### src/rtl/sysreg_guard_pkg.sv
package sysreg_guard_pkg;
    localparam int DW   = 128;
    localparam int HW   = DW / 2;
    localparam int ENCW = 16;
    localparam int OFFW = 12;
    localparam int CLSW = 6;
    localparam int NVW  = 3;

    localparam logic [ENCW-1:0] ENC_PRIMARY = 16'hC100;
    localparam logic [ENCW-1:0] ENC_ALIAS   = 16'hE900;
    localparam logic [OFFW-1:0] MEM_SLOT    = 12'h200;
    localparam logic [CLSW-1:0] CLS_NARROW  = 6'h18;
    localparam logic [CLSW-1:0] CLS_WIDE    = 6'h14;
    localparam logic [NVW-1:0]  NV_MEM_ALL  = 3'b111;
    localparam logic [NVW-1:0]  NV_MEM_ALT  = 3'b101;

    typedef enum logic [5:0] {
        OUT_NONE  = 6'b000000,
        OUT_UNDEF = 6'b000001,
        OUT_TRAP2 = 6'b000010,
        OUT_TRAP3 = 6'b000100,
        OUT_MEM   = 6'b001000,
        OUT_L2REG = 6'b010000,
        OUT_REG   = 6'b100000
    } outcome_e;

    typedef enum logic [1:0] {
        ACC_NONE,
        ACC_PRIMARY,
        ACC_ALIAS
    } acc_kind_e;

    typedef struct packed {
        logic           el2_en;
        logic           host;
        logic           el3_present;
        logic           vm_rd;
        logic           vm_wr;
        logic           fg_present;
        logic           fg_allow;
        logic           fg_rd;
        logic           fg_wr;
        logic [NVW-1:0] nv;
        logic           xctl_en;
        logic           xctl_wide;
        logic           el3_wide;
        logic           undef_first;
        logic           sdd_undef;
    } ctl_t;

    function automatic acc_kind_e classify(input logic [ENCW-1:0] enc);
        if (enc == ENC_PRIMARY)    return ACC_PRIMARY;
        else if (enc == ENC_ALIAS) return ACC_ALIAS;
        else                       return ACC_NONE;
    endfunction
endpackage

### src/rtl/sysreg_decode.sv
module sysreg_decode
    import sysreg_guard_pkg::*;
(
    input  logic [ENCW-1:0] enc,
    output acc_kind_e       kind
);
    always_comb kind = classify(enc);
endmodule

### src/rtl/sysreg_policy.sv
module sysreg_policy
    import sysreg_guard_pkg::*;
(
    input  logic      valid,
    input  acc_kind_e kind,
    input  logic [1:0] el,
    input  logic      wide,
    input  logic      write,
    input  ctl_t      ctl,
    output outcome_e  code
);
    logic wide_gate;
    logic vm_hit;
    logic fg_hit;
    logic xctl_hit;
    logic gate_undef_first;
    outcome_e gate_result;

    always_comb begin
        wide_gate        = wide && ctl.el3_present && !ctl.el3_wide;
        gate_undef_first = wide_gate && ctl.undef_first;
        gate_result      = ctl.sdd_undef ? OUT_UNDEF : OUT_TRAP3;
        vm_hit           = ctl.el2_en && (write ? ctl.vm_wr : ctl.vm_rd);
        fg_hit           = ctl.el2_en && ctl.fg_present &&
                           (!ctl.el3_present || ctl.fg_allow) &&
                           (write ? ctl.fg_wr : ctl.fg_rd);
        xctl_hit         = wide && ctl.el2_en && (!ctl.xctl_en || !ctl.xctl_wide);
    end

    always_comb begin
        code = OUT_NONE;
        if (!valid) begin
            code = OUT_NONE;
        end else if (kind == ACC_NONE || el == 2'd0) begin
            code = OUT_UNDEF;
        end else if (kind == ACC_PRIMARY) begin
            unique case (el)
                2'd1: begin
                    if (gate_undef_first)          code = OUT_UNDEF;
                    else if (vm_hit)               code = OUT_TRAP2;
                    else if (fg_hit)               code = OUT_TRAP2;
                    else if (xctl_hit)             code = OUT_TRAP2;
                    else if (wide_gate)            code = gate_result;
                    else if (ctl.nv == NV_MEM_ALL) code = OUT_MEM;
                    else                           code = OUT_REG;
                end
                2'd2: begin
                    if (gate_undef_first)          code = OUT_UNDEF;
                    else if (wide_gate)            code = gate_result;
                    else if (ctl.host)             code = OUT_L2REG;
                    else                           code = OUT_REG;
                end
                default:                           code = OUT_REG;
            endcase
        end else begin
            unique case (el)
                2'd1: begin
                    if (ctl.nv == NV_MEM_ALT)      code = OUT_MEM;
                    else if (ctl.nv[0])            code = OUT_TRAP2;
                    else                           code = OUT_UNDEF;
                end
                2'd2: begin
                    if (gate_undef_first)          code = OUT_UNDEF;
                    else if (!ctl.host)            code = OUT_UNDEF;
                    else if (wide_gate)            code = gate_result;
                    else                           code = OUT_REG;
                end
                default:                           code = ctl.host ? OUT_REG : OUT_UNDEF;
            endcase
        end
    end
endmodule

### src/rtl/sysreg_store.sv
module sysreg_store
    import sysreg_guard_pkg::*;
#(
    parameter int WIDTH = DW,
    parameter int PARTS = 2
) (
    input  logic             clk,
    input  logic             rst,
    input  logic [PARTS-1:0] part_we,
    input  logic [WIDTH-1:0] wdata,
    output logic [WIDTH-1:0] q
);
    localparam int PW = WIDTH / PARTS;

    for (genvar g = 0; g < PARTS; g++) begin : g_part
        logic [PW-1:0] part_q;
        always_ff @(posedge clk) begin
            if (rst)             part_q <= '0;
            else if (part_we[g]) part_q <= wdata[g*PW +: PW];
        end
        assign q[g*PW +: PW] = part_q;
    end
endmodule

### src/rtl/sysreg_guard.sv
module sysreg_guard
    import sysreg_guard_pkg::*;
(
    input  logic            clk,
    input  logic            rst,
    input  logic            req_valid,
    input  logic [ENCW-1:0] req_enc,
    input  logic [1:0]      req_el,
    input  logic            req_wide,
    input  logic            req_write,
    input  logic [DW-1:0]   req_wdata,
    input  logic            el2_en,
    input  logic            el2_host,
    input  logic            el3_present,
    input  logic            vm_trap_rd,
    input  logic            vm_trap_wr,
    input  logic            fg_present,
    input  logic            fg_allow,
    input  logic            fg_trap_rd,
    input  logic            fg_trap_wr,
    input  logic [NVW-1:0]  nv_mode,
    input  logic            xctl_en,
    input  logic            xctl_wide_en,
    input  logic            el3_wide_en,
    input  logic            undef_first,
    input  logic            sdd_undef,
    output logic [5:0]      out_code,
    output logic [CLSW-1:0] out_class,
    output logic [OFFW-1:0] mem_off,
    output logic [DW-1:0]   rd_data
);
    acc_kind_e     kind;
    outcome_e      code;
    ctl_t          ctl;
    logic [1:0]    part_we;
    logic [DW-1:0] store_q;
    logic          reg_hit;

    assign ctl = '{el2_en: el2_en, host: el2_host, el3_present: el3_present,
                   vm_rd: vm_trap_rd, vm_wr: vm_trap_wr,
                   fg_present: fg_present, fg_allow: fg_allow,
                   fg_rd: fg_trap_rd, fg_wr: fg_trap_wr, nv: nv_mode,
                   xctl_en: xctl_en, xctl_wide: xctl_wide_en,
                   el3_wide: el3_wide_en, undef_first: undef_first,
                   sdd_undef: sdd_undef};

    sysreg_decode u_decode (.enc(req_enc), .kind(kind));

    sysreg_policy u_policy (
        .valid(req_valid), .kind(kind), .el(req_el), .wide(req_wide),
        .write(req_write), .ctl(ctl), .code(code)
    );

    assign reg_hit = (code == OUT_REG);
    assign part_we = {reg_hit && req_write && req_wide, reg_hit && req_write};

    sysreg_store #(.WIDTH(DW), .PARTS(2)) u_store (
        .clk(clk), .rst(rst), .part_we(part_we), .wdata(req_wdata), .q(store_q)
    );

    always_comb begin
        out_code  = code;
        out_class = '0;
        if (code == OUT_TRAP2 || code == OUT_TRAP3)
            out_class = req_wide ? CLS_WIDE : CLS_NARROW;
        mem_off = (code == OUT_MEM) ? MEM_SLOT : '0;
        rd_data = '0;
        if (reg_hit && !req_write)
            rd_data = req_wide ? store_q : {{HW{1'b0}}, store_q[HW-1:0]};
    end
endmodule

### config.mk
export PLATFORM = sky130hd
export DESIGN_NAME = sysreg_guard
export DESIGN_NICKNAME = d
export VERILOG_FILES = /design/src/rtl/sysreg_guard_pkg.sv /design/src/rtl/sysreg_decode.sv /design/src/rtl/sysreg_policy.sv /design/src/rtl/sysreg_store.sv /design/src/rtl/sysreg_guard.sv
export SDC_FILE = /design/constraint.sdc
export NUM_CORES = 1
export LEC_CHECK = 0
export BUFFER_PORTS_ARGS = -buffer_cell sky130_fd_sc_hd__buf_2
export CORE_AREA = 2 2 124 126
export CTS_CLUSTER_DIAMETER = 60
export DETAILED_ROUTE_END_ITERATION = 10
export DIE_AREA = 0 0 126 128
export GPL_TIMING_DRIVEN = 0
export PLACE_DENSITY = 0.86
export SYNTH_ARGS = -nofsm -noshare
export SYNTH_HDL_FRONTEND = slang
export SYNTH_SLANG_ARGS = --single-unit
### constraint.sdc
create_clock -name clk -period 3.79 [get_ports clk]
set_input_delay 0.1895 -clock clk [delete_from_list [all_inputs] [get_ports clk]]
set_output_delay 0.1895 -clock clk [all_outputs]
set_load 0.02 [all_outputs]
# [Word-level counts from Yosys, hierarchy flattened]
# Index checks and enable logic that the tools add are counted.
[op_classes] n_eq_ne=11 n_mux=30 n_reduce_logical=23
[op_table] op="128-bit two-way mux" count=2
[op_table] op="6-bit two-way mux" count=17
[op_table] op="16-bit == test (second input constant)" count=2
[op_table] op="6-bit case mux with 2 select lines" count=2
[op_table] op="1-bit logical AND" count=12
[op_table] op="10-bit two-way mux" count=1
[op_table] op="3-bit == test (second input constant)" count=2
[op_table] op="6-bit by 2-bit == test with 1-bit output (second input constant)" count=1
[op_table] op="6-bit by 3-bit == test with 1-bit output (second input constant)" count=1
[op_table] op="6-bit by 4-bit == test with 1-bit output (second input constant)" count=1
[op_table] op="6-bit == test (second input constant)" count=1
[op_table] op="2-bit two-way mux" count=3
[op_table] op="1-bit zero test" count=5
[op_table] op="5-bit two-way mux" count=1
[op_table] op="2-bit by 1-bit == test with 1-bit output (second input constant)" count=2
[op_table] op="2-bit zero test" count=2
[op_table] op="1-bit logical OR" count=4
[op_table] op="4-bit two-way mux" count=1
[op_table] op="3-bit two-way mux" count=1
[op_table] op="2-bit == test (second input constant)" count=1
[op_table] op="1-bit two-way mux" count=2
[word_totals] regBits=128 out_inout_bits=152

# [Depth between registers and ports, before layout]
# Gate-level depths: netlist (run 1).
[logic_depth] word_depth=14 ltp_mapped=11 depth_no_buf=8

# [Hierarchy]
# A second synthesis (run 1) with hierarchy kept.
[unflattened] hier_cells=792 area_unflattened_um2=6741.5
[modules_own_cells] mod="sysreg_store" instances=1 cells_per_inst=412 area_per_inst_um2=4588.2 seq_area_each_um2=2562.5
[modules_own_cells] mod="sysreg_guard" instances=1 cells_per_inst=320 area_per_inst_um2=1707.9 seq_area_each_um2=0.0
[modules_own_cells] mod="sysreg_policy" instances=1 cells_per_inst=53 area_per_inst_um2=390.4 seq_area_each_um2=0.0
[modules_own_cells] mod="sysreg_decode" instances=1 cells_per_inst=7 area_per_inst_um2=55.1 seq_area_each_um2=0.0

# [Worst setup path after synthesis (run 1)]
# OpenSTA, ideal clock, no wires.
[synth_timing] kind="in2out" from="input port req_enc[5]" to="output port out_class[3]" arrival_time_ns=3.197 setup_slack_ns=0.403 path_stages=7 n_path_buf=0 path_cell_list="nor4_1 nand4_1 nand4bb_1 a2111oi_2 xor2_1 nor4_1 nor2b_1"
[synth_between] elab_chain_len=10
[synth_rtl] element="start: declaration" line_no="sysreg_guard.sv:7" source="input logic [ENCW-1:0] req_enc,"
[synth_rtl] element="16-bit == test" line_no="sysreg_guard_pkg.sv:53" source="else if (enc == ENC_ALIAS) return ACC_ALIAS;"
[synth_rtl] element="2-bit two-way mux" line_no="sysreg_guard_pkg.sv:53"
[synth_rtl] element="2-bit two-way mux *" line_no="sysreg_guard_pkg.sv:52" source="if (enc == ENC_PRIMARY) return ACC_PRIMARY;"
[synth_rtl] element="2-bit by 1-bit == test with 1-bit output or 2-bit zero test (tied branches)" line_no="sysreg_policy.sv:36, sysreg_policy.sv:34"
[synth_rtl] element="6-bit two-way mux or 1-bit logical OR (tied branches)" line_no="sysreg_policy.sv:36, sysreg_policy.sv:34"
[synth_rtl] element="6-bit two-way mux *" line_no="sysreg_policy.sv:34" source="end else if (kind == ACC_NONE || el == 2'd0) begin"
[synth_rtl] element="6-bit two-way mux *" line_no="sysreg_policy.sv:32" source="if (!valid) begin"
[synth_rtl] element="named net out_code[1]" line_no="sysreg_guard.sv:27" source="output logic [5:0] out_code,"
[synth_rtl] element="6-bit by 2-bit == test with 1-bit output or 6-bit by 3-bit == test with 1-bit output (tied branches)" line_no="sysreg_guard.sv:64" source="if (code == OUT_TRAP2 || code == OUT_TRAP3)"
[synth_rtl] element="1-bit logical OR *" line_no="sysreg_guard.sv:64"
[synth_rtl] element="5-bit two-way mux *" line_no="sysreg_guard.sv:64"
[synth_rtl] element="end: declaration" line_no="sysreg_guard.sv:28" source="output logic [CLSW-1:0] out_class,"
# The timed path passes the listed nets; every way through them passes the cells marked *.

# [Final worst setup path (run 1)]
[layout_timing] from="input port req_enc[5]" to="output port rd_data[120]"
[layout_between] elab_chain_len=10
[layout_rtl] element="16-bit == test" line_no="sysreg_guard_pkg.sv:53"
[layout_rtl] element="2-bit two-way mux" line_no="sysreg_guard_pkg.sv:53"
[layout_rtl] element="2-bit two-way mux *" line_no="sysreg_guard_pkg.sv:52"
[layout_rtl] element="2-bit by 1-bit == test with 1-bit output or 2-bit zero test (tied branches)" line_no="sysreg_policy.sv:36, sysreg_policy.sv:34"
[layout_rtl] element="6-bit two-way mux or 1-bit logical OR (tied branches)" line_no="sysreg_policy.sv:36, sysreg_policy.sv:34"
[layout_rtl] element="6-bit two-way mux *" line_no="sysreg_policy.sv:34"
[layout_rtl] element="6-bit two-way mux *" line_no="sysreg_policy.sv:32"
[layout_rtl] element="6-bit == test *" line_no="sysreg_guard.sv:54" source="assign reg_hit = (code == OUT_REG);"
[layout_rtl] element="1-bit logical AND *" line_no="sysreg_guard.sv:68" source="if (reg_hit && !req_write)"
[layout_rtl] element="128-bit two-way mux *" line_no="sysreg_guard.sv:68"
[layout_rtl] element="end: declaration" line_no="sysreg_guard.sv:30" source="output logic [DW-1:0] rd_data"
# Mark *: on every way between the ends. The rest lies on a longest branch, timed or not.

==> metrics.csv, run 1 <==
stage,metric,value,unit
placement,Detail Placement HPWL,18900,µm
synth,number of synthesized flops with an enable pin,0,
floorplanning,FP Rows,45,
timing,final period demand of the worst path,3.63,ns
routing,number of vias per cell after detailed routing,5.94,
status,result of the run,completed,
cts,total number of H-tree levels,4,
power_and_ir_drop,"IR drop worst, VDD",0.266,mV
power_and_ir_drop,internal power,0.00261,W
placement,dpl cell area,0.00874,mm²
routing,"wirelength, routed",25600,µm
cts,clock tree from TritonCTS,done,
timing,setup repair after global routing missed its margin,no,
cts,# hold bufs at CTS,0,
synth,Post-synth top flop,sky130_fd_sc_hd__dfxtp_1,
global_routing,via count of the first global-routing pass,7560,
routing,Post-route DRC,0,
cells_and_area,register cell area after layout,0.00256,mm²
placement,routability congestion estimate from global placement,0.885,
timing,Max Transition Viols Final,0,
power_and_ir_drop,share of total power in combinational logic,8.3,%
timing,worst hold margin,0.0218,ns
floorplanning,top-level port count,320,
timing,Final Cycle Share,95.8,%
critical_path,top fanout value on the critical path,10,
timing,post-layout worst setup margin,0.159,ns
synth,number of library cell types mapped by synthesis,43,
placement,placed insts,1362,
floorplanning,height of the chip,128,µm
floorplanning,Floorplan Core Area,0.0149,mm²
global_routing,global-route wire length before repair,39900,µm
power_and_ir_drop,switching component of the power,0.000809,W
routing,routed wire length per instance,18.4,µm
synth,cell with the most instances after synthesis,sky130_fd_sc_hd__nand4_1,
placement,Post-Place Setup Slack,0.00106,ns
synth,Cells after Synth,857,
global_routing,final global-route overflow total,0,
routing,iteration count of the initial detailed-routing pass,5,
global_routing,initial antenna violation count,1,
power_and_ir_drop,pwr dens,363,mW/mm²
cells_and_area,registers with the most flip-flops,u_store.g_part.part_q (128),
critical_path,signal arrival time at the worst endpoint,3.44,ns
synth,Avg Inst Size Synth,8.09,µm²
placement,# port buffers,304,
critical_path,kind of end point of the critical path,output pin,
floorplanning,initial standard-cell utilization of the core,46.6,%
timing,accumulated negative setup slack,0,ns
timing,actual slew at the worst max-slew pin,0.937,ns
cells_and_area,"Most flops, register",u_store.g_part.part_q,
cts,"Clk pin slew, worst setup/hold paths",0.06,ns
cts,clock latency on the worst-skew pair,0.41,ns
critical_path,start-to-end type of the worst setup path,in -> out,
cts,clock sink count,128,
global_routing,met1 Track Usage GR,38.6,%
global_routing,all-layer global routing usage,30.9,%
cells_and_area,Final Instance Count excl. Fillers,1394,
synth,most frequent cells after synthesis,"133 x sky130_fd_sc_hd__nand4_1, 129 x sky130_fd_sc_hd__a21oi_1, 128 x sky130_fd_sc_hd__dfxtp_1, 128 x sky130_fd_sc_hd__o31ai_1, 88 x sky130_fd_sc_hd__clkbuf_1",
global_routing,met2 global-route usage,51.3,%
critical_path,"Req. time, crit path",3.60,ns
cells_and_area,max reg flops,128,
synth,dominant cell type by area after synthesis,sky130_fd_sc_hd__dfxtp_1,
run,total of max-cap violations,0,
synth,post-synth design cell area,0.00693,mm²
cells_and_area,area growth from synthesis to layout,35.7,%
cts,clock root buffer,sky130_fd_sc_hd__clkbuf_16,
min_path,class of the worst hold path,in -> reg,
power_and_ir_drop,static leakage,4.18,nW
routing,detailed router's first-iteration violation count,757,
cts,number of buffers on the longest clock path,2,
critical_path,type of element launching the critical path,input port,
global_routing,maximum number of pins on one net before global-route repair,17,
floorplanning,die footprint,0.0161,mm²
timing,Rel. slew slack,37.5,%
global_routing,layer carrying the most global-route usage,met2,
cells_and_area,fillers,1294,
cells_and_area,Final #Nets,1364,
synth,number of register bits inferred by synthesis,128,
timing,Final Hold Viols,0,
routing,total via count after detailed routing,8287,
synth,area share of the largest cell type after synthesis,37.0,%
critical_path,"setup slack, reg-to-reg",3.09,ns
synth,leading cell types by total area after synthesis,"sky130_fd_sc_hd__dfxtp_1 37%, sky130_fd_sc_hd__o31ai_1 14%, sky130_fd_sc_hd__nand4_1 12%, sky130_fd_sc_hd__a21oi_1 9.3%, sky130_fd_sc_hd__and2_1 6.2%",
global_routing,GR Util met3,8.56,%
timing,Fin Clk Skew,0,ns
routing,antenna-violating nets left,0,
timing,final number of setup-violating endpoints,0,
synth,Ys Warns,0,
synth,"Async S/R FF share, synth",0,%
cells_and_area,multi-input combinational cell area,0.00382,mm²
cells_and_area,Final Cell Area,0.00940,mm²
synth,"Seq/Total Area, Yosys",37.0,%
timing,Max Fclk,0.275,GHz
cells_and_area,antenna cells,0,
cells_and_area,proportion of layout cells with a drive suffix above 1,32.3,%
floorplanning,Chip Width,126,µm
cts,number of buffers inserted during clock tree synthesis,17,
power_and_ir_drop,portion of total power attributed to the clock network,52.4,%
power_and_ir_drop,part of the power in registers,39.4,%
power_and_ir_drop,Switching Share,23.7,%
[worst max-delay path, cell delays in order]
cell,delay (ns)
sky130_fd_sc_hd__buf_2,0.11
sky130_fd_sc_hd__nor4_2,0.38
sky130_fd_sc_hd__nand4_1,0.21
sky130_fd_sc_hd__or3_1,0.44
sky130_fd_sc_hd__a32o_1,0.26
sky130_fd_sc_hd__or3_1,0.34
sky130_fd_sc_hd__clkbuf_1,0.17
sky130_fd_sc_hd__nor4_2,0.29
sky130_fd_sc_hd__buf_2,0.34
sky130_fd_sc_hd__buf_2,0.28
sky130_fd_sc_hd__and3_1,0.25
sky130_fd_sc_hd__buf_2,0.19
[stage by stage]
stage	utilization [%]	power, W
final	63.3	0.00342
after global routing	63.3	0.00353
after CTS	63.2	0.00342
after detailed placement	58.8	0.00165
after global placement	58.8	0.00165
after floorplan	-	0.00151
[cell usage in the layout (no fill, tap or decap), drive strengths merged, types with 8 or more instances in the layout]
cell	instances
buf	349
nand4	133
a21oi	129
o31ai	128
dfxtp	128
clkbuf	109
and2	69
and3	65
conb	14
inv	8
[logic make-up (layout without fill, tap and decap cells)]
group | after synthesis | in the layout | synth area share [%]
AO/OA/AOI/OAI | 272 | 272 | 25.0
buffers and inverters | 140 | 476 | 8.85
adder cells (fa/ha/maj) | 3 | 3 | 0.542
XOR/XNOR | 2 | 2 | 0.253
flip-flops | 128 | 128 | 37.0
AND/OR/NAND/NOR | 309 | 309 | 28.0
multiplexers | 2 | 2 | 0.325
other | 1 | 14 | 0.0541
[power groups by stage]
stage	Combinational, W	Clock, W	Sequential, W
after global routing	0.000306	0.00188	0.00134
after floorplan	0.000134	0	0.00138
after CTS	0.000276	0.00180	0.00135
after global placement	0.000271	0	0.00138
final	0.000282	0.00179	0.00135
after detailed placement	0.000274	0	0.00138
[worst paths after layout]
check        cells after the start                         start                      endpoint
max reg2reg                      2  u_store.g_part[0].part_q[61]  u_store.g_part[0].part_q[61]
min                              3                req_wdata[123]  u_store.g_part[1].part_q[59]
max                             12                    req_enc[5]                  rd_data[120]
min reg2reg                      2   u_store.g_part[1].part_q[2]   u_store.g_part[1].part_q[2]
[metal layers]
| layer | part of all wire [%] | vias up | routed length [µm] |
|---|---|---|---|
| met1 | 40 | 3867 | 10200 |
| li1 | - | 3930 | - |
| met5 | 0 | - | 0 |
| met4 | 2.3 | 0 | 588 |
| met3 | 9.9 | 50 | 2550 |
| met2 | 48 | 440 | 12300 |
[layout make-up]
class                      count  share of cell area, %
multi-input combinational    602                   40.6
sequential                   128                   27.2
timing repair buffer         304                   16.2
buffer                       133                   6.24
clock buffer                  21                   5.00
tap                          188                   2.50
clock inverter                11                   1.90
inverter                       7                  0.279
[repair_timing]
| action | in CTS | in global routing |
|---|---|---|
| setup buffers | 0 | 0 |
| setup endpoints to repair | 1 | 108 |
| resized for setup | 1 | 2 |
| cloned | 0 | 0 |
Power figures use the tool's default switching activity.
==> run 2, diff against run 1 <==
--- a/config.mk
+++ b/config.mk
@@ -12,6 +12,7 @@
 export DIE_AREA = 0 0 126 128
 export GPL_TIMING_DRIVEN = 0
 export PLACE_DENSITY = 0.86
+export REMOVE_ABC_BUFFERS = 1
 export SYNTH_ARGS = -nofsm -noshare
 export SYNTH_HDL_FRONTEND = slang
 export SYNTH_SLANG_ARGS = --single-unit
==> run 2 against run 1 <==
Critical path depth grew 1. Wire length is 2.6% lower. Register-to-register slack improved by 0.02 ns. Core utilization increased by 0.067 points. Worst hold slack better by 0.0021 ns. Clock-buffer cell count shrank 3. Sequential power about the same. Sequential share of layout area about the same. Clock skew is the same. Clock power barely moved. Final cell count shrank 6.9%. Largest cell class unchanged.
==> metrics.csv, run 2 (same netlist as run 1, synthesis figures left out) <==
stage,metric,value,unit,change
floorplanning,die footprint,0.0161,mm²,unchanged
floorplanning,height of the chip,128,µm,unchanged
routing,number of vias per cell after detailed routing,6.27,,was 5.94
cts,number of buffers on the longest clock path,2,,unchanged
critical_path,type of element launching the critical path,input port,,unchanged
power_and_ir_drop,portion of total power attributed to the clock network,52.2,%,was 52.4%
global_routing,via count of the first global-routing pass,7260,,was 7560
global_routing,final global-route overflow total,0,,unchanged
power_and_ir_drop,Design Power,0.00343,W,was 0.00342 W
critical_path,signal arrival time at the worst endpoint,3.52,ns,was 3.44 ns
timing,Max Transition Viols Final,0,,unchanged
cells_and_area,Final #Nets,1268,,was 1364
cells_and_area,registers with the most flip-flops,u_store.g_part.part_q (128),,unchanged
cells_and_area,"commonest non-fill, non-tap cell in the layout",sky130_fd_sc_hd__buf_2,,unchanged
cts,number of buffers inserted during clock tree synthesis,17,,unchanged
power_and_ir_drop,static leakage,4.12,nW,was 4.18 nW
timing,Rel. slew slack,27.9,%,was 37.5%
timing,setup repair after global routing missed its margin,no,,unchanged
cells_and_area,antenna cells,0,,unchanged
cells_and_area,multi-input combinational cell area,0.00392,mm²,was 0.00382 mm²
critical_path,start-to-end type of the worst setup path,in -> out,,unchanged
routing,iteration count of the initial detailed-routing pass,6,,was 5
placement,# port buffers,305,,was 304
timing,Final Cycle Share,97.9,%,was 95.8%
power_and_ir_drop,share of total power in combinational logic,8.5,%,was 8.3%
placement,dpl cell area,0.00867,mm²,was 0.00874 mm²
critical_path,top fanout value on the critical path,74,,was 10
global_routing,initial antenna violation count,1,,unchanged
power_and_ir_drop,Switching Share,24.5,%,was 23.7%
run,total of max-cap violations,0,,unchanged
critical_path,"Req. time, crit path",3.60,ns,about the same
global_routing,global-route wire length before repair,38000,µm,was 39900 µm
routing,detailed router's first-iteration violation count,860,,was 757
timing,final number of setup-violating endpoints,0,,unchanged
floorplanning,initial standard-cell utilization of the core,46.6,%,unchanged
critical_path,kind of end point of the critical path,output pin,,unchanged
cells_and_area,most frequent cells in the layout,"303 x sky130_fd_sc_hd__buf_2, 133 x sky130_fd_sc_hd__nand4_1, 129 x sky130_fd_sc_hd__a21oi_1",,"was 332 x sky130_fd_sc_hd__buf_2, 133 x sky130_fd_sc_hd__nand4_1, 129 x sky130_fd_sc_hd__a21oi_1"
cts,clock tree from TritonCTS,done,,unchanged
global_routing,all-layer global routing usage,28.5,%,was 30.9%
min_path,class of the worst hold path,in -> reg,,unchanged
routing,"wirelength, routed",24900,µm,was 25600 µm
timing,Final Hold Viols,0,,unchanged
routing,total via count after detailed routing,8134,,was 8287
timing,final period demand of the worst path,3.71,ns,was 3.63 ns
cts,clock sink count,128,,unchanged
power_and_ir_drop,pwr dens,364,mW/mm²,was 363 mW/mm²
cells_and_area,Final Cell Area,0.00941,mm²,was 0.00940 mm²
cells_and_area,fillers,1278,,was 1294
timing,Max Fclk,0.270,GHz,was 0.275 GHz
timing,accumulated negative setup slack,0,ns,unchanged
status,result of the run,completed,,unchanged
cells_and_area,proportion of layout cells with a drive suffix above 1,35.1,%,was 32.3%
timing,Fin Clk Skew,0,ns,unchanged
power_and_ir_drop,part of the power in registers,39.3,%,was 39.4%
routing,antenna-violating nets left,0,,unchanged
cts,"Clk pin slew, worst setup/hold paths",0.06,ns,about the same
power_and_ir_drop,internal power,0.00259,W,was 0.00261 W
cells_and_area,"Most flops, register",u_store.g_part.part_q,,unchanged
floorplanning,Chip Width,126,µm,unchanged
floorplanning,FP Rows,45,,unchanged
global_routing,maximum number of pins on one net before global-route repair,85,,was 17
placement,routability congestion estimate from global placement,0.920,,was 0.885
cells_and_area,register cell area after layout,0.00256,mm²,unchanged
cells_and_area,max reg flops,128,,unchanged
cts,clock latency on the worst-skew pair,0.41,ns,about the same
cts,total number of H-tree levels,4,,unchanged
routing,routed wire length per instance,19.2,µm,was 18.4 µm
placement,Detail Placement HPWL,15400,µm,was 18900 µm
timing,actual slew at the worst max-slew pin,1.08,ns,was 0.937 ns
cells_and_area,area growth from synthesis to layout,35.8,%,was 35.7%
floorplanning,Floorplan Core Area,0.0149,mm²,unchanged
routing,Post-route DRC,0,,unchanged
power_and_ir_drop,switching component of the power,0.000840,W,was 0.000809 W
power_and_ir_drop,"IR drop worst, VDD",0.269,mV,was 0.266 mV
cts,clock root buffer,sky130_fd_sc_hd__clkbuf_16,,unchanged
cts,# hold bufs at CTS,0,,unchanged
floorplanning,top-level port count,320,,unchanged
cells_and_area,Util after Layout,63.3,%,about the same
run 2: cell count changes in the layout (fill, tap and decap cells not counted), moves of 6 or more:
cell,change
sky130_fd_sc_hd__clkbuf_1,-89
sky130_fd_sc_hd__buf_2,-29
sky130_fd_sc_hd__buf_8,+12
sky130_fd_sc_hd__buf_4,-10
sky130_fd_sc_hd__buf_6,+9
sky130_fd_sc_hd__buf_12,+6
run 2: area by class of cell:
| cell class | instances | area share [%] |
|---|---|---|
| inverter | 7 | 0.279 |
| clock inverter | 14 | 2.15 |
| clock buffer | 18 | 4.67 |
| sequential | 128 | 27.2 |
| multi-input combinational | 606 | 41.6 |
| tap | 188 | 2.50 |
| timing repair buffer | 337 | 21.6 |
run 2: path summary, 6_finish.rpt:
check	cells after the start	slack, ns	to	startpoint
worst min-delay path	3	0.02	u_store.g_part[0].part_q[33]	req_wdata[33]
worst max register to register	2	3.11	u_store.g_part[0].part_q[62]	u_store.g_part[0].part_q[62]
worst min register to register	2	0.46	u_store.g_part[1].part_q[12]	u_store.g_part[1].part_q[12]
worst max-delay path	13	0.08	rd_data[73]	req_enc[1]
run 2: metrics by stage:
| step | instances | worst slack, ns | hold slack, ns |
|---|---|---|---|
| 2_1_floorplan | 737 | -4.44 | 0.259 |
| 3_3_place_gp | 1230 | -9.95 | 0.446 |
| 3_5_place_dp | 1259 | -1.03 | 0.451 |
| 4_1_cts | 1295 | 0.0493 | 0.00317 |
| 5_1_grt | 1298 | 0.00865 | 0.0153 |
| 6_report | 1298 | 0.0812 | 0.0239 |
run 2: repair_timing:
| item | in CTS | in global routing |
|---|---|---|
| endpoints found under the setup margin | 129 | 45 |
| hold endpoints to repair | 0 | 0 |
| gates cloned | 2 | 2 |
| setup buffers | 2 | 1 |
| pin swaps | 2 | 3 |
| gates resized for setup | 5 | 5 |
run 2: power groups by stage:
stage	Sequential, W	Clock, W	Combinational (W)
floorplan	0.00138	0	0.0000861
global placement	0.00138	0	0.000239
detailed placement	0.00138	0	0.000269
CTS	0.00135	0.00181	0.000273
global route	0.00134	0.00187	0.000309
finish	0.00135	0.00179	0.000291
run 2: metal layers:
| metal | global-route usage, % | vias up | wire [µm] |
|---|---|---|---|
| met1 | 36.7 | 3811 | 10000 |
| li1 | - | 3751 | - |
| met4 | 9.44 | 2 | 626 |
| met2 | 46.9 | 509 | 11900 |
| met5 | 0 | - | 17 |
| met3 | 6.97 | 61 | 2340 |
run 2: worst max-delay path, cell delays in order:
cell and delay, ns:
sky130_fd_sc_hd__buf_2 0.10, sky130_fd_sc_hd__nor4_2 0.36, sky130_fd_sc_hd__nand4_1 0.42, sky130_fd_sc_hd__nand4bb_1 0.38, sky130_fd_sc_hd__a2111oi_4 0.42, sky130_fd_sc_hd__a31o_4 0.33, sky130_fd_sc_hd__buf_16 0.31, sky130_fd_sc_hd__nor4_4 0.09
sky130_fd_sc_hd__buf_8 0.17, sky130_fd_sc_hd__buf_6 0.17, sky130_fd_sc_hd__buf_6 0.15, sky130_fd_sc_hd__and3_1 0.21, sky130_fd_sc_hd__buf_2 0.17
==> run 3, diff against run 2 <==
--- a/config.mk
+++ b/config.mk
@@ -11,6 +11,7 @@
 export DETAILED_ROUTE_END_ITERATION = 10
 export DIE_AREA = 0 0 126 128
 export GPL_TIMING_DRIVEN = 0
+export HOLD_SLACK_MARGIN = 0.12
 export PLACE_DENSITY = 0.86
 export REMOVE_ABC_BUFFERS = 1
 export SYNTH_ARGS = -nofsm -noshare
==> run 3 against run 2 <==
Sequential share of layout area is 3.3 points lower. Core utilization is 8.6 points higher. Via count is 12% higher. Setup slack better by 0.016 ns. Critical path type unchanged. Critical endpoint is now rd_data[103]. Largest cell class unchanged. Largest power group unchanged.
==> metrics.csv, run 3 (same netlist as run 1, synthesis figures left out) <==
stage,metric,value,unit,change
cells_and_area,Final Instance Count excl. Fillers,1426,,was 1298
cts,"Clk pin slew, worst setup/hold paths",0.06,ns,about the same
floorplanning,height of the chip,128,µm,unchanged
routing,total via count after detailed routing,9121,,was 8134
power_and_ir_drop,static leakage,4.66,nW,was 4.12 nW
floorplanning,initial standard-cell utilization of the core,46.6,%,unchanged
min_path,class of the worst hold path,in -> reg,,unchanged
global_routing,maximum number of pins on one net before global-route repair,85,,unchanged
critical_path,cell chain of the critical path,buf_2 -> nor4_2 -> nand4_1 -> or3_1 -> a32o_1 -> or3_4 -> nor4_4 -> buf_8 -> buf_6 -> buf_6 -> and3_1 -> buf_2,,was buf_2 -> nor4_2 -> nand4_1 -> nand4bb_1 -> a2111oi_4 -> a31o_4 -> buf_16 -> nor4_4 -> buf_8 -> buf_6 -> buf_6 -> and3_1 -> buf_2
floorplanning,FP Rows,45,,unchanged
timing,Fin Clk Skew,0,ns,unchanged
cts,number of buffers inserted during clock tree synthesis,17,,unchanged
critical_path,top fanout value on the critical path,26,,was 74
placement,routability congestion estimate from global placement,0.920,,unchanged
cts,clock root buffer,sky130_fd_sc_hd__clkbuf_16,,unchanged
global_routing,global-route wire length before repair,44700,µm,was 38000 µm
floorplanning,die footprint,0.0161,mm²,unchanged
cells_and_area,proportion of layout cells with a drive suffix above 1,31.5,%,was 35.1%
critical_path,"delay-heaviest family, CP",simple AND/OR/NAND/NOR gates,,unchanged
timing,Rel. slew slack,28.5,%,was 27.9%
cells_and_area,most frequent cells in the layout,"303 x sky130_fd_sc_hd__buf_2, 133 x sky130_fd_sc_hd__nand4_1, 129 x sky130_fd_sc_hd__a21oi_1",,unchanged
critical_path,kind of end point of the critical path,output pin,,unchanged
power_and_ir_drop,Switching Share,24.7,%,was 24.5%
power_and_ir_drop,pwr dens,332,mW/mm²,was 364 mW/mm²
routing,antenna-violating nets left,0,,unchanged
critical_path,"Req. time, crit path",3.60,ns,about the same
critical_path,buffers plus inverters on the worst setup path,5,,was 6
cells_and_area,Util after Layout,72.0,%,was 63.3%
timing,final period demand of the worst path,3.69,ns,was 3.71 ns
cells_and_area,antenna cells,0,,unchanged
cells_and_area,area growth from synthesis to layout,54.3,%,was 35.8%
cts,total number of H-tree levels,4,,unchanged
power_and_ir_drop,part of the power in registers,37.9,%,was 39.3%
routing,"wirelength, routed",29600,µm,was 24900 µm
cells_and_area,fillers,1008,,was 1278
floorplanning,Chip Width,126,µm,unchanged
critical_path,type of element launching the critical path,input port,,unchanged
timing,Max Transition Viols Final,0,,unchanged
run,total of max-cap violations,0,,unchanged
placement,Detail Placement HPWL,15400,µm,unchanged
critical_path,signal arrival time at the worst endpoint,3.50,ns,was 3.52 ns
power_and_ir_drop,portion of total power attributed to the clock network,50.6,%,was 52.2%
cells_and_area,"commonest non-fill, non-tap cell in the layout",sky130_fd_sc_hd__buf_2,,unchanged
power_and_ir_drop,switching component of the power,0.000876,W,was 0.000840 W
critical_path,cell at the slowest stage of the critical path,sky130_fd_sc_hd__or3_4,,was sky130_fd_sc_hd__nand4_1
cells_and_area,registers with the most flip-flops,u_store.g_part.part_q (128),,unchanged
cells_and_area,max reg flops,128,,unchanged
cts,clock tree from TritonCTS,done,,unchanged
timing,final number of setup-violating endpoints,0,,unchanged
timing,Final Hold Viols,0,,unchanged
routing,Post-route DRC,0,,unchanged
placement,placed insts,1259,,unchanged
global_routing,initial antenna violation count,0,,was 1
global_routing,final global-route overflow total,0,,unchanged
floorplanning,top-level port count,320,,unchanged
status,result of the run,completed,,unchanged
cts,number of buffers on the longest clock path,2,,unchanged
power_and_ir_drop,"IR drop worst, VDD",0.295,mV,was 0.269 mV
routing,iteration count of the initial detailed-routing pass,6,,unchanged
timing,Final Cycle Share,97.4,%,was 97.9%
cells_and_area,Final #Nets,1396,,was 1268
critical_path,start-to-end type of the worst setup path,in -> out,,unchanged
placement,# port buffers,305,,unchanged
cts,clock sink count,128,,unchanged
global_routing,all-layer global routing usage,33.9,%,was 28.5%
power_and_ir_drop,share of total power in combinational logic,11.5,%,was 8.5%
timing,actual slew at the worst max-slew pin,1.06,ns,was 1.08 ns
routing,detailed router's first-iteration violation count,1191,,was 860
critical_path,stage delay of the slowest cell on the critical path,0.50,ns,was 0.42 ns
timing,Max Fclk,0.271,GHz,was 0.270 GHz
global_routing,via count of the first global-routing pass,8490,,was 7260
routing,routed wire length per instance,20.8,µm,was 19.2 µm
cells_and_area,"Most flops, register",u_store.g_part.part_q,,unchanged
floorplanning,Floorplan Core Area,0.0149,mm²,unchanged
power_and_ir_drop,internal power,0.00267,W,was 0.00259 W
cts,clock latency on the worst-skew pair,0.41,ns,about the same
routing,number of vias per cell after detailed routing,6.40,,was 6.27
run 3: cell types whose count changed in the layout (fill, tap and decap cells not counted):
| cell | before | now |
|---|---|---|
| sky130_fd_sc_hd__dlygate4sd3_1 | 0 | 128 |
run 3: worst register-to-register path, cell delays in order (launching register included):
cell and delay, ns:
sky130_fd_sc_hd__dfxtp_1 0.42, sky130_fd_sc_hd__o31ai_1 0.11, sky130_fd_sc_hd__a21oi_1 0.21
run 3: repair_timing:
item / in CTS / in global routing
pin swaps: 2 / 2
hold endpoints to repair: 128 / 0
resized for setup: 5 / 5
setup buffers: 2 / 1
cloned: 2 / 2
setup endpoints to repair: 129 / 57
hold buffers: 128 / 0
run 3: path summary, 6_finish.rpt:
path	startpoint	endpoint	slack [ns]	depth (start not counted)
worst max-delay path	req_enc[1]	rd_data[103]	0.1	12
worst min register to register	u_store.g_part[1].part_q[23]	u_store.g_part[1].part_q[23]	0.46	2
worst max register to register	u_store.g_part[0].part_q[62]	u_store.g_part[0].part_q[62]	2.96	2
worst min-delay path	rst	u_store.g_part[0].part_q[45]	0.26	2
run 3: cell type report:
type	count	area [µm²]	area share (%)
Clock buffer	18	439	4.11
Clock inverter	14	203	1.90
Inverter	7	26.3	0.246
Multi-Input combinational cell	606	3920	36.6
Sequential cell	128	2560	24.0
Tap cell	188	235	2.20
Timing Repair Buffer	465	3310	31.0
run 3: metrics by stage:
stage	hold slack (ns)	setup WS, ns	total power (W)	setup TNS, ns	area, µm²
2_1_floorplan	0.259	-4.44	0.00146	-1004.18	6390
3_3_place_gp	0.446	-9.95	0.00161	-2260.59	8150
3_5_place_dp	0.451	-1.03	0.00164	-115.50	8670
4_1_cts	0.229	0.0493	0.00353	0	10700
5_1_grt	0.257	-0.0769	0.00365	-1.35	10700
6_report	0.256	0.0970	0.00355	0	10700
run 3: per-layer routing:
| layer | track usage, % | wire [µm] | vias up |
|---|---|---|---|
| met1 | 40.6 | 10600 | 4227 |
| met2 | 56.0 | 14400 | 746 |
| met3 | 9.22 | 3230 | 143 |
| li1 | - | - | 4005 |
| met5 | 0 | 0 | - |
| met4 | 17.1 | 1370 | 0 |
run 3: power groups by stage:
| stage | clock, W | combinational [W] | sequential [W] |
|---|---|---|---|
| 2_1_floorplan | 0 | 0.0000861 | 0.00138 |
| 3_3_place_gp | 0 | 0.000239 | 0.00138 |
| 3_5_place_dp | 0 | 0.000269 | 0.00138 |
| 4_1_cts | 0.00181 | 0.000376 | 0.00135 |
| 5_1_grt | 0.00188 | 0.000426 | 0.00134 |
| 6_report | 0.00180 | 0.000407 | 0.00135 |
